$ cat src/rtl/crc_pkg.sv
package crc_pkg;
  localparam int unsigned CRC_W_DEF  = 32;
  localparam int unsigned DATA_W_DEF = 8;
  localparam logic [31:0] POLY_REFL  = 32'hEDB88320;
  localparam logic [31:0] SEED_ONES  = 32'hFFFFFFFF;
endpackage

$ cat src/rtl/crc_bitrev.sv
module crc_bitrev #(
  parameter int unsigned W = 8
) (
  input  logic [W-1:0] in_i,
  output logic [W-1:0] out_o
);
  for (genvar i = 0; i < W; i++) begin : g_rev
    assign out_o[i] = in_i[W-1-i];
  end
endmodule

$ cat src/rtl/crc_step.sv
module crc_step #(
  parameter int unsigned CRC_W  = 32,
  parameter int unsigned DATA_W = 8,
  parameter logic [CRC_W-1:0] POLY = crc_pkg::POLY_REFL
) (
  input  logic              clk,
  input  logic              rst_n,
  input  logic [CRC_W-1:0]  crc_i,
  input  logic [DATA_W-1:0] data_i,
  output logic [CRC_W-1:0]  crc_o
);
  logic [CRC_W-1:0] stage [DATA_W+1];

  assign stage[0] = crc_i;

  for (genvar k = 0; k < DATA_W; k++) begin : g_bit
    logic fb;
    assign fb = stage[k][0] ^ data_i[k];
    assign stage[k+1] = (stage[k] >> 1) ^ (fb ? POLY : '0);
  end

  assign crc_o = stage[DATA_W];

  // zero state with zero data is a fixed point of a linear update
  p_zero_fixed_r6: assert property (@(posedge clk) disable iff (!rst_n)
    ((crc_i == '0) && (data_i == '0)) |-> (crc_o == '0));
endmodule

$ cat src/rtl/crc_state_reg.sv
module crc_state_reg #(
  parameter int unsigned CRC_W = 32,
  parameter logic [CRC_W-1:0] SEED = crc_pkg::SEED_ONES
) (
  input  logic             clk,
  input  logic             rst_n,
  input  logic             en_i,
  input  logic             accept_i,
  input  logic [CRC_W-1:0] next_i,
  output logic [CRC_W-1:0] q_o
);
  always_ff @(posedge clk or negedge rst_n) begin
    if (!rst_n) begin
      q_o <= SEED;
    end else if (!en_i) begin
      q_o <= SEED;
    end else if (accept_i) begin
      q_o <= next_i;
    end
  end

  p_reset_seed_r1: assert property (@(posedge clk)
    $rose(rst_n) |-> (q_o == SEED));

  p_seed_off_r2: assert property (@(posedge clk) disable iff (!rst_n)
    !en_i |=> (q_o == SEED));

  p_hold_idle_r5: assert property (@(posedge clk) disable iff (!rst_n)
    (en_i && !accept_i) |=> $stable(q_o));
endmodule

$ cat src/rtl/reflected_crc32_engine.sv
module reflected_crc32_engine #(
  parameter int unsigned CRC_W      = crc_pkg::CRC_W_DEF,
  parameter int unsigned DATA_W     = crc_pkg::DATA_W_DEF,
  parameter logic [CRC_W-1:0] POLY  = crc_pkg::POLY_REFL,
  parameter logic [CRC_W-1:0] SEED  = crc_pkg::SEED_ONES,
  parameter bit          BIT_REV_IN = 1'b1
) (
  input  logic              clk,
  input  logic              rst_n,
  input  logic              en_i,
  input  logic              in_valid_i,
  output logic              in_ready_o,
  input  logic [DATA_W-1:0] in_data_i,
  output logic [CRC_W-1:0]  crc_o
);
  logic [DATA_W-1:0] ordered;
  logic [CRC_W-1:0]  crc_q;
  logic [CRC_W-1:0]  crc_next;
  logic              accept;

  if (BIT_REV_IN) begin : g_rev_in
    crc_bitrev #(.W(DATA_W)) u_rev (
      .in_i (in_data_i),
      .out_o(ordered)
    );
  end else begin : g_straight_in
    assign ordered = in_data_i;
  end

  assign in_ready_o = en_i;
  assign accept     = in_valid_i & in_ready_o;

  crc_step #(.CRC_W(CRC_W), .DATA_W(DATA_W), .POLY(POLY)) u_step (
    .clk   (clk),
    .rst_n (rst_n),
    .crc_i (crc_q),
    .data_i(ordered),
    .crc_o (crc_next)
  );

  crc_state_reg #(.CRC_W(CRC_W), .SEED(SEED)) u_state (
    .clk     (clk),
    .rst_n   (rst_n),
    .en_i    (en_i),
    .accept_i(accept),
    .next_i  (crc_next),
    .q_o     (crc_q)
  );

  assign crc_o = crc_q;

  // a disabled engine never reports a change away from the seed
  p_off_no_change_r3: assert property (@(posedge clk) disable iff (!rst_n)
    (!in_ready_o && in_valid_i) |=> (crc_o == SEED));
endmodule

$ cat config.mk
export PLATFORM = sky130hd
export DESIGN_NAME = reflected_crc32_engine
export DESIGN_NICKNAME = d
export VERILOG_FILES = /design/src/rtl/crc_pkg.sv /design/src/rtl/crc_bitrev.sv /design/src/rtl/crc_step.sv /design/src/rtl/crc_state_reg.sv /design/src/rtl/reflected_crc32_engine.sv
export SDC_FILE = /design/constraint.sdc
export NUM_CORES = 1
export LEC_CHECK = 0
export BUFFER_PORTS_ARGS = -buffer_cell sky130_fd_sc_hd__clkbuf_2
export CAP_MARGIN = 10
export CORE_MARGIN = 4
export CORE_UTILIZATION = 59
export CTS_CLUSTER_DIAMETER = 30
export DETAILED_ROUTE_END_ITERATION = 12
export PLACE_DENSITY = 0.85
export SLEW_MARGIN = 15
export SYNTH_ARGS = -nofsm -noshare
export SYNTH_HDL_FRONTEND = slang
export SYNTH_SLANG_ARGS = --single-unit
$ cat constraint.sdc
create_clock -name clk -period 4.2 [get_ports clk]
set_clock_uncertainty 0.15 [all_clocks]
set_input_delay 0 -clock clk [delete_from_list [all_inputs] [get_ports clk]]
set_output_delay 0 -clock clk [all_outputs]
set_load 0.02 [all_outputs]
==> flow_summary.ini, run 1 <==
[run_status]
status = finished clean

[layout]
n_fill_cell = 258
largest_register_ffs = 32
reg_top3 = u_state.q_o x32
nets = 229
syn2layout_area_growth_pct = 15.0
largest_register = u_state.q_o
drive_above_1_share_pct = 46.1
diodes = 0
mostFrequentLayoutCell = clkbuf_2
final_cell_mix = clkbuf_2, dfstp_2, xnor2_1

[synth]
syn_avg_cell_area_um2 = 12.7
synth_cells = 176
async_flop_share_pct = 100
synth_fp_nets = 188
ys_seq_area_share_pct = 37.7
synth.cell_area_mm2 = 0.00223
synth_ff_type = dfstp_2
synth.distinct_cells = 25
synth-seq-cells = 32
synth_edf_count = 0
ys.warnings.count = 0

[worst_setup_path]
critical_path_buf_inv_count = 0
r2r_cells = 4
crit_family = XOR/XNOR gates
reg2reg_from = u_state.q_o[5]
arrival_ns = 2.22
crit_path_start_kind = flop
worstReg2RegEnd = u_state.q_o[13]
crit_slowest_cell = dfstp_2
critPathMaxFanout = 6
end_kind = flop
max_stage_delay_ns = 0.60
path_cells = xor2_4 > xnor3_4 > xnor2_1 > a211o_1
crit_path_start = u_state.q_o[5]
cp.required_ns = 4.27
crit_type = reg -> reg
r2r_slack_ns = 2.05

[clock_tree]
cts_setup_buffers = 0
htree_levels = 2
clockRootBuffer = clkbuf_8
clk_pin_slew_worst_paths_ns = 0.06
cts_tree = yes
numClockSinks = 32
clk_latency_ns = 0.29
cts.repair.resized = 0
ctsHoldBuffers = 0
clockBufferDepth = 2
cts_made_buffers = 5

[floorplan]
core_area_mm2 = 0.00366
ios = 45
die_area_mm2 = 0.00483
initial_core_util_pct = 61.0
die_height_um = 69.5
die_width_um = 69.5
num_rows = 22

[timing]
hold_viol_final = 0
fin_crit_sh_pct = 51.2
finalMaxSlewViolations = 0
slew_headroom_pct = 48.7
max_freq_mhz = 465
tightest_slew_ns = 0.769
rsz0062_at_grt = no
tns_ns = 0
fin_ws_ns = 2.05
finalSetupViolCount = 0
post-route-min-period_ns = 2.15

[flow_run]
cap_violations = 0

[route]
dr.pass1.iters = 4
antenna_left = 0
drc = 0
wl_per_cell_um = 16.8
wirelength_mm = 4.45
vias_per_cell = 5.43
vias = 1438
drtIter0Drc = 98

[global_routing]
grt_max_degree = 46
grt_pass1_vias = 1401
grt_use_total_pct = 19.8
grt_pass1_wl_mm = 7.33
gr-total-overflow = 0
antenna_found_initial = 0

[power_and_ir_drop]
p_per_area_mw_per_mm2 = 900
cellLeakagePower_nw = 1.17
max-vdd-ir-drop_uv = 428

[place]
io_buffers = 44
place_congestion = 0.818
pre_cts_ws_ns = 2.03
hpwl_mm = 3.11

[min_path]
hold_class = in -> async
metal layers:
layer	up-vias	track usage (%)	routed length (µm)
met3	7	4.35	259
met5	-	0	0
li1	680	-	-
met1	706	26.8	1970
met2	45	30.5	2120
met4	0	9.11	93
worst max-delay path by stage:
stage	to	slack (ns)	depth (start not counted)
global route	u_state.q_o[13]	1.97	4
CTS	u_state.q_o[13]	2.03	4
finish	u_state.q_o[13]	2.05	4
floorplan	u_state.q_o[13]	2.04	4
detailed placement	u_state.q_o[13]	2.03	4
global placement	u_state.q_o[13]	2.08	4
cells in the mapped netlist, types with 2 or more instances:
master / count / share of area (%)
dfstp_2: 32 / 38
xnor2_1: 24 / 9.4
nand2_1: 15 / 2.5
o211ai_1: 15 / 5.0
xnor3_1: 15 / 15
nor2_1: 11 / 1.8
a21oi_1: 10 / 2.2
clkbuf_1: 9 / 1.5
o21ai_0: 8 / 1.8
xnor2_2: 7 / 5.1
xor2_1: 6 / 2.4
nor3_1: 5 / 1.1
a211o_1: 2 / 0.78
nor2b_1: 2 / 0.56
xnor2_4: 2 / 2.5
xnor3_4: 2 / 2.4
xor2_4: 2 / 2.5
xor3_4: 2 / 2.5
cells by family after synthesis:
family,Yosys count,share of synthesized area [%]
xor+xnor,62,43.6
compound gates,37,10.5
simple gates,33,6.05
flops,32,37.7
buf+inv,12,2.19
power by group:
| part | switching, W | internal, W |
|---|---|---|
| Clock | 0.000113 | 0.000146 |
| Sequential | 0.000109 | 0.000486 |
| Combinational | 0.000621 | 0.000835 |
layout make-up:
| class | instances | area [µm²] | share of cell area, % |
|---|---|---|---|
| Timing Repair Buffer | 44 | 220 | 8.58 |
| Multi-Input combinational cell | 132 | 1340 | 52.3 |
| Inverter | 2 | 7.51 | 0.292 |
| Sequential cell | 32 | 841 | 32.7 |
| Clock buffer | 7 | 96.3 | 3.75 |
| Tap cell | 48 | 60.1 | 2.34 |
per-stage QoR:
| step | hold slack (ns) | cells | instance area (µm²) | util, % | total power, W |
|---|---|---|---|---|---|
| 6_report | 0.0181 | 265 | 2570 | 70.1 | 0.00231 |
| 5_1_grt | 0.0859 | 265 | 2570 | 70.1 | 0.00245 |
| 4_1_cts | 0.0529 | 265 | 2570 | 70.1 | 0.00233 |
| 3_5_place_dp | 0.350 | 258 | 2470 | 67.5 | 0.00206 |
| 3_3_place_gp | 0.332 | 258 | 2470 | 67.5 | 0.00204 |
| 2_1_floorplan | -0.298 | 176 | 2230 | - | 0.00180 |
No activity file was read; power rests on OpenSTA's default activity.
==> run 2, diff against run 1 <==
--- a/config.mk
+++ b/config.mk
@@ -8,10 +8,10 @@
 export BUFFER_PORTS_ARGS = -buffer_cell sky130_fd_sc_hd__clkbuf_2
 export CAP_MARGIN = 10
 export CORE_MARGIN = 4
-export CORE_UTILIZATION = 59
+export CORE_UTILIZATION = 55
 export CTS_CLUSTER_DIAMETER = 30
 export DETAILED_ROUTE_END_ITERATION = 12
-export PLACE_DENSITY = 0.85
+export PLACE_DENSITY = 0.8
 export SLEW_MARGIN = 15
 export SYNTH_ARGS = -nofsm -noshare
 export SYNTH_HDL_FRONTEND = slang
==> constraint.sdc (replaced) <==
create_clock -name clk -period 2.2 [get_ports clk]
set_clock_uncertainty 0.15 [all_clocks]
set_input_delay 0 -clock clk [delete_from_list [all_inputs] [get_ports clk]]
set_output_delay 0 -clock clk [all_outputs]
set_load 0.02 [all_outputs]
==> flow_summary.ini, run 2 (same netlist as run 1, synthesis figures left out) <==
[run_status]
status = finished clean

[timing]
finalMaxSlewViolations = 0
slew_headroom_pct = 46.3
hold_viol_final = 0
fin_ws_ns = 0.157
post-route-min-period_ns = 2.04
rsz0062_at_grt = no
fin_crit_sh_pct = 92.9
tns_ns = 0
tightest_slew_ns = 0.805
max_freq_mhz = 490
finalSetupViolCount = 0

[floorplan]
num_rows = 22
ios = 45
die_area_mm2 = 0.00514
die_height_um = 71.7
die_width_um = 71.7
core_area_mm2 = 0.00380
initial_core_util_pct = 58.8

[global_routing]
grt_pass1_wl_mm = 7.90
grt_use_total_pct = 20.7
antenna_found_initial = 0
grt_max_degree = 33
grt_pass1_vias = 1554
gr-total-overflow = 0

[route]
dr.pass1.iters = 4
wl_per_cell_um = 16.8
vias = 1487
drc = 0
antenna_left = 0
vias_per_cell = 5.37
wirelength_mm = 4.64
drtIter0Drc = 72

[layout]
nets = 240
final_cell_mix = clkbuf_2, dfstp_2, xnor2_1
largest_register_ffs = 32
instances_no_fill = 277
largest_register = u_state.q_o
multi_input_area_mm2 = 0.00134
drive_above_1_share_pct = 48.5
diodes = 0
regArea_um2 = 841
mostFrequentLayoutCell = clkbuf_2
syn2layout_area_growth_pct = 18.7
n_fill_cell = 294
reg_top3 = u_state.q_o x32

[worst_setup_path]
crit_family = XOR/XNOR gates
worstReg2RegEnd = u_state.q_o[18]
cp.required_ns = 2.28
r2r_slack_ns = 0.16
reg2reg_from = u_state.q_o[1]
critPathMaxFanout = 7
crit_slowest_cell = dfstp_2
crit_path_start_kind = flop
crit_type = reg -> reg
critical_path_buf_inv_count = 0
max_stage_delay_ns = 0.58
path_cells = xnor2_4 > xor3_1 > xnor3_1 > o21ai_1
arrival_ns = 2.12
end_kind = flop
r2r_cells = 4

[power_and_ir_drop]
finalPower_w = 0.00456
cellLeakagePower_nw = 1.23
p_per_area_mw_per_mm2 = 1720
max-vdd-ir-drop_uv = 834

[place]
place_congestion = 0.786
hpwl_mm = 3.41
io_buffers = 44
dp.cells = 268
pre_cts_ws_ns = 0.157

[clock_tree]
clockRootBuffer = clkbuf_8
clk_pin_slew_worst_paths_ns = 0.07
cts_tree = yes
numClockSinks = 32
clockBufferDepth = 2
htree_levels = 2
clk_latency_ns = 0.30
cts_setup_buffers = 0
cts.repair.resized = 0
cts_made_buffers = 5
ctsHoldBuffers = 1

[min_path]
hold_class = in -> async

[flow_run]
cap_violations = 0
## run 2: cell count changes in the layout (fill, tap and decap cells not counted)
cell           before  now
clkbuf_8            7    6
buf_4               0   10
dlygate4sd3_1       0    1
clkinv_2            0    2
## run 2: worst max-delay path by stage
stage	startpoint	to	slack [ns]	cells past startpoint
final	u_state.q_o[1]	u_state.q_o[18]	0.16	4
after global routing	u_state.q_o[6]	u_state.q_o[14]	0.02	5
after CTS	u_state.q_o[6]	u_state.q_o[26]	0.14	5
after detailed placement	u_state.q_o[6]	u_state.q_o[20]	0.16	5
after global placement	u_state.q_o[6]	u_state.q_o[14]	0.18	5
after floorplan	u_state.q_o[5]	u_state.q_o[13]	0.04	4
## run 2: layout make-up
type	count	share of cell area, %
Timing Repair Buffer	55	11.5
Clock inverter	2	0.378
Multi-Input combinational cell	132	50.7
Sequential cell	32	31.7
Tap cell	48	2.27
Clock buffer	6	3.12
Inverter	2	0.283
## run 2: metal layers
layer / wire [µm] / global-route usage (%) / part of all wire (%) / vias to the layer above
li1: - / - / - / 703
met1: 2090 / 28.0 / 45 / 739
met2: 2220 / 31.3 / 48 / 37
met3: 246 / 6.45 / 5.3 / 8
met4: 85 / 7.31 / 1.8 / 0
met5: 0 / 0 / 0 / -
## run 2: power breakdown
part | internal, W | switching (W)
clock network | 0.000249 | 0.000225
logic | 0.00170 | 0.00125
registers | 0.000926 | 0.000204
## run 2: stage by stage
| step | util, % | hold slack [ns] | cell area [µm²] |
|---|---|---|---|
| 3_3_place_gp | 67.0 | 0.278 | 2550 |
| 3_5_place_dp | 67.0 | 0.288 | 2550 |
| 5_1_grt | 69.7 | 0.0988 | 2650 |
| 2_1_floorplan | - | -0.298 | 2230 |
| 4_1_cts | 69.7 | 0.0369 | 2650 |
| 6_report | 69.7 | 0.0363 | 2650 |
==> run 3, diff against run 2 <==
--- a/config.mk
+++ b/config.mk
@@ -7,6 +7,7 @@
 export LEC_CHECK = 0
 export BUFFER_PORTS_ARGS = -buffer_cell sky130_fd_sc_hd__clkbuf_2
 export CAP_MARGIN = 10
+export CORE_ASPECT_RATIO = 1.75
 export CORE_MARGIN = 4
 export CORE_UTILIZATION = 55
 export CTS_CLUSTER_DIAMETER = 30
@@ -16,3 +17,4 @@
 export SYNTH_ARGS = -nofsm -noshare
 export SYNTH_HDL_FRONTEND = slang
 export SYNTH_SLANG_ARGS = --single-unit
+export TNS_END_PERCENT = 30
==> flow_summary.ini, run 3 (same netlist as run 1, synthesis figures left out) <==
[run_status]
status = finished clean

[clock_tree]
ctsHoldBuffers = 1
cts_setup_buffers = 0
cts_tree = yes
numClockSinks = 32
clk_pin_slew_worst_paths_ns = 0.07
htree_levels = 2
cts.repair.resized = 0
clk_latency_ns = 0.28
cts_made_buffers = 5
clockRootBuffer = clkbuf_8
clockBufferDepth = 2

[place]
pre_cts_ws_ns = 0.0923
hpwl_mm = 3.63
io_buffers = 44
place_congestion = 0.765
placed_area_mm2 = 0.00255

[route]
antenna_left = 0
drc = 0
dr.pass1.iters = 4
met3_length_um = 238
wl_met1_mm = 1.81
vias_per_cell = 5.44
routed-wl-met2_mm = 2.74
wl_per_cell_um = 17.7
drtIter0Drc = 32
vias = 1511
top_layer = met4
wirelength_mm = 4.91

[flow_run]
cap_violations = 0

[global_routing]
grt_max_degree = 37
grt_pass1_vias = 1654
gr-total-overflow = 0
grt_use_total_pct = 20.9
antenna_found_initial = 0
grt_pass1_wl_mm = 8.26

[floorplan]
die_width_um = 56.2
die_area_mm2 = 0.00518
core_area_mm2 = 0.00390
num_rows = 30
ios = 45
initial_core_util_pct = 57.2
die_height_um = 92.3

[layout]
largest_register = u_state.q_o
largest_register_ffs = 32
n_fill_cell = 322
final_cell_mix = clkbuf_2, dfstp_2, xnor2_1
nets = 241
diodes = 0
syn2layout_area_growth_pct = 18.9
fin_area_mm2 = 0.00265
mostFrequentLayoutCell = clkbuf_2
reg_top3 = u_state.q_o x32
drive_above_1_share_pct = 47.8

[timing]
hold_viol_final = 0
rsz0062_at_grt = no
finalMaxSlewViolations = 0
tightest_slew_ns = 0.819
slew_headroom_pct = 45.4
tns_ns = 0
fin_crit_sh_pct = 95.9
post-route-min-period_ns = 2.11
fin_ws_ns = 0.0897
finalSetupViolCount = 0
max_freq_mhz = 474

[worst_setup_path]
critPathMaxFanout = 5
arrival_ns = 2.14
end_kind = flop
crit_type = reg -> reg
cp.required_ns = 2.23
crit_path_start_kind = flop

[power_and_ir_drop]
swShare_pct = 36.7
p_per_area_mw_per_mm2 = 1730
finalPower_w = 0.00458
seqPwrFrac_pct = 24.9
max-vdd-ir-drop_uv = 1040
cellLeakagePower_nw = 1.23
power_switching_w = 0.00168
internal-power_w = 0.00290
comb_power_share_pct = 64.9
clockPowerShare_pct = 10.2

[min_path]
hold_class = in -> async
run 3: cell count changes in the layout (fill, tap and decap cells not counted), sizes merged:
cell and delta:
buf +1, clkinv -2, clkbuf +2
run 3: layout make-up:
cell class | count | area, µm² | share of cell area, %
Clock buffer | 8 | 90.1 | 3.39
Inverter | 2 | 7.51 | 0.283
Timing Repair Buffer | 56 | 313 | 11.8
Multi-Input combinational cell | 132 | 1340 | 50.6
Tap cell | 48 | 60.1 | 2.26
Sequential cell | 32 | 841 | 31.7
run 3: through the flow:
step / hold slack [ns] / instances / utilization (%)
floorplan: -0.298 / 176 / -
global placement: 0.285 / 269 / 65.4
detailed placement: 0.292 / 269 / 65.4
CTS: 0.0495 / 278 / 68.0
global route: 0.0922 / 278 / 68.0
finish: 0.0569 / 278 / 68.0
run 3: critical path, cell delays in order (launching register included):
cell and delay, ns:
dfstp_2 0.56, xnor2_2 0.17, xnor2_2 0.42, buf_4 0.21, xnor3_1 0.28, o21ai_0 0.23
run 3: final timing paths:
check                                     start              end  slack, ns  cells after the start
worst max-delay path             u_state.q_o[4]  u_state.q_o[20]       0.09                      5
worst min-delay path                      rst_n  u_state.q_o[25]       0.06                      1
worst max register to register   u_state.q_o[4]  u_state.q_o[20]       0.09                      5
worst min register to register  u_state.q_o[12]  u_state.q_o[12]       0.36                      2
max in group asynchronous                 rst_n  u_state.q_o[10]       1.80                      1
min in group clk                     in_valid_i  u_state.q_o[11]       0.06                      3
run 3: metal layers:
layer | up-vias | global-route usage (%)
li1 | 704 | -
met2 | 52 | 37.8
met3 | 11 | 4.23
met1 | 744 | 23.0
met4 | 0 | 9.50
met5 | - | 0
run 3: power groups by stage:
stage	clock network [W]	logic, W	registers (W)
floorplan	0	0.00209	0.00136
detailed placement	0	0.00297	0.00115
global placement	0	0.00292	0.00114
CTS	0.000482	0.00300	0.00114
finish	0.000467	0.00297	0.00114
global route	0.000511	0.00318	0.00117
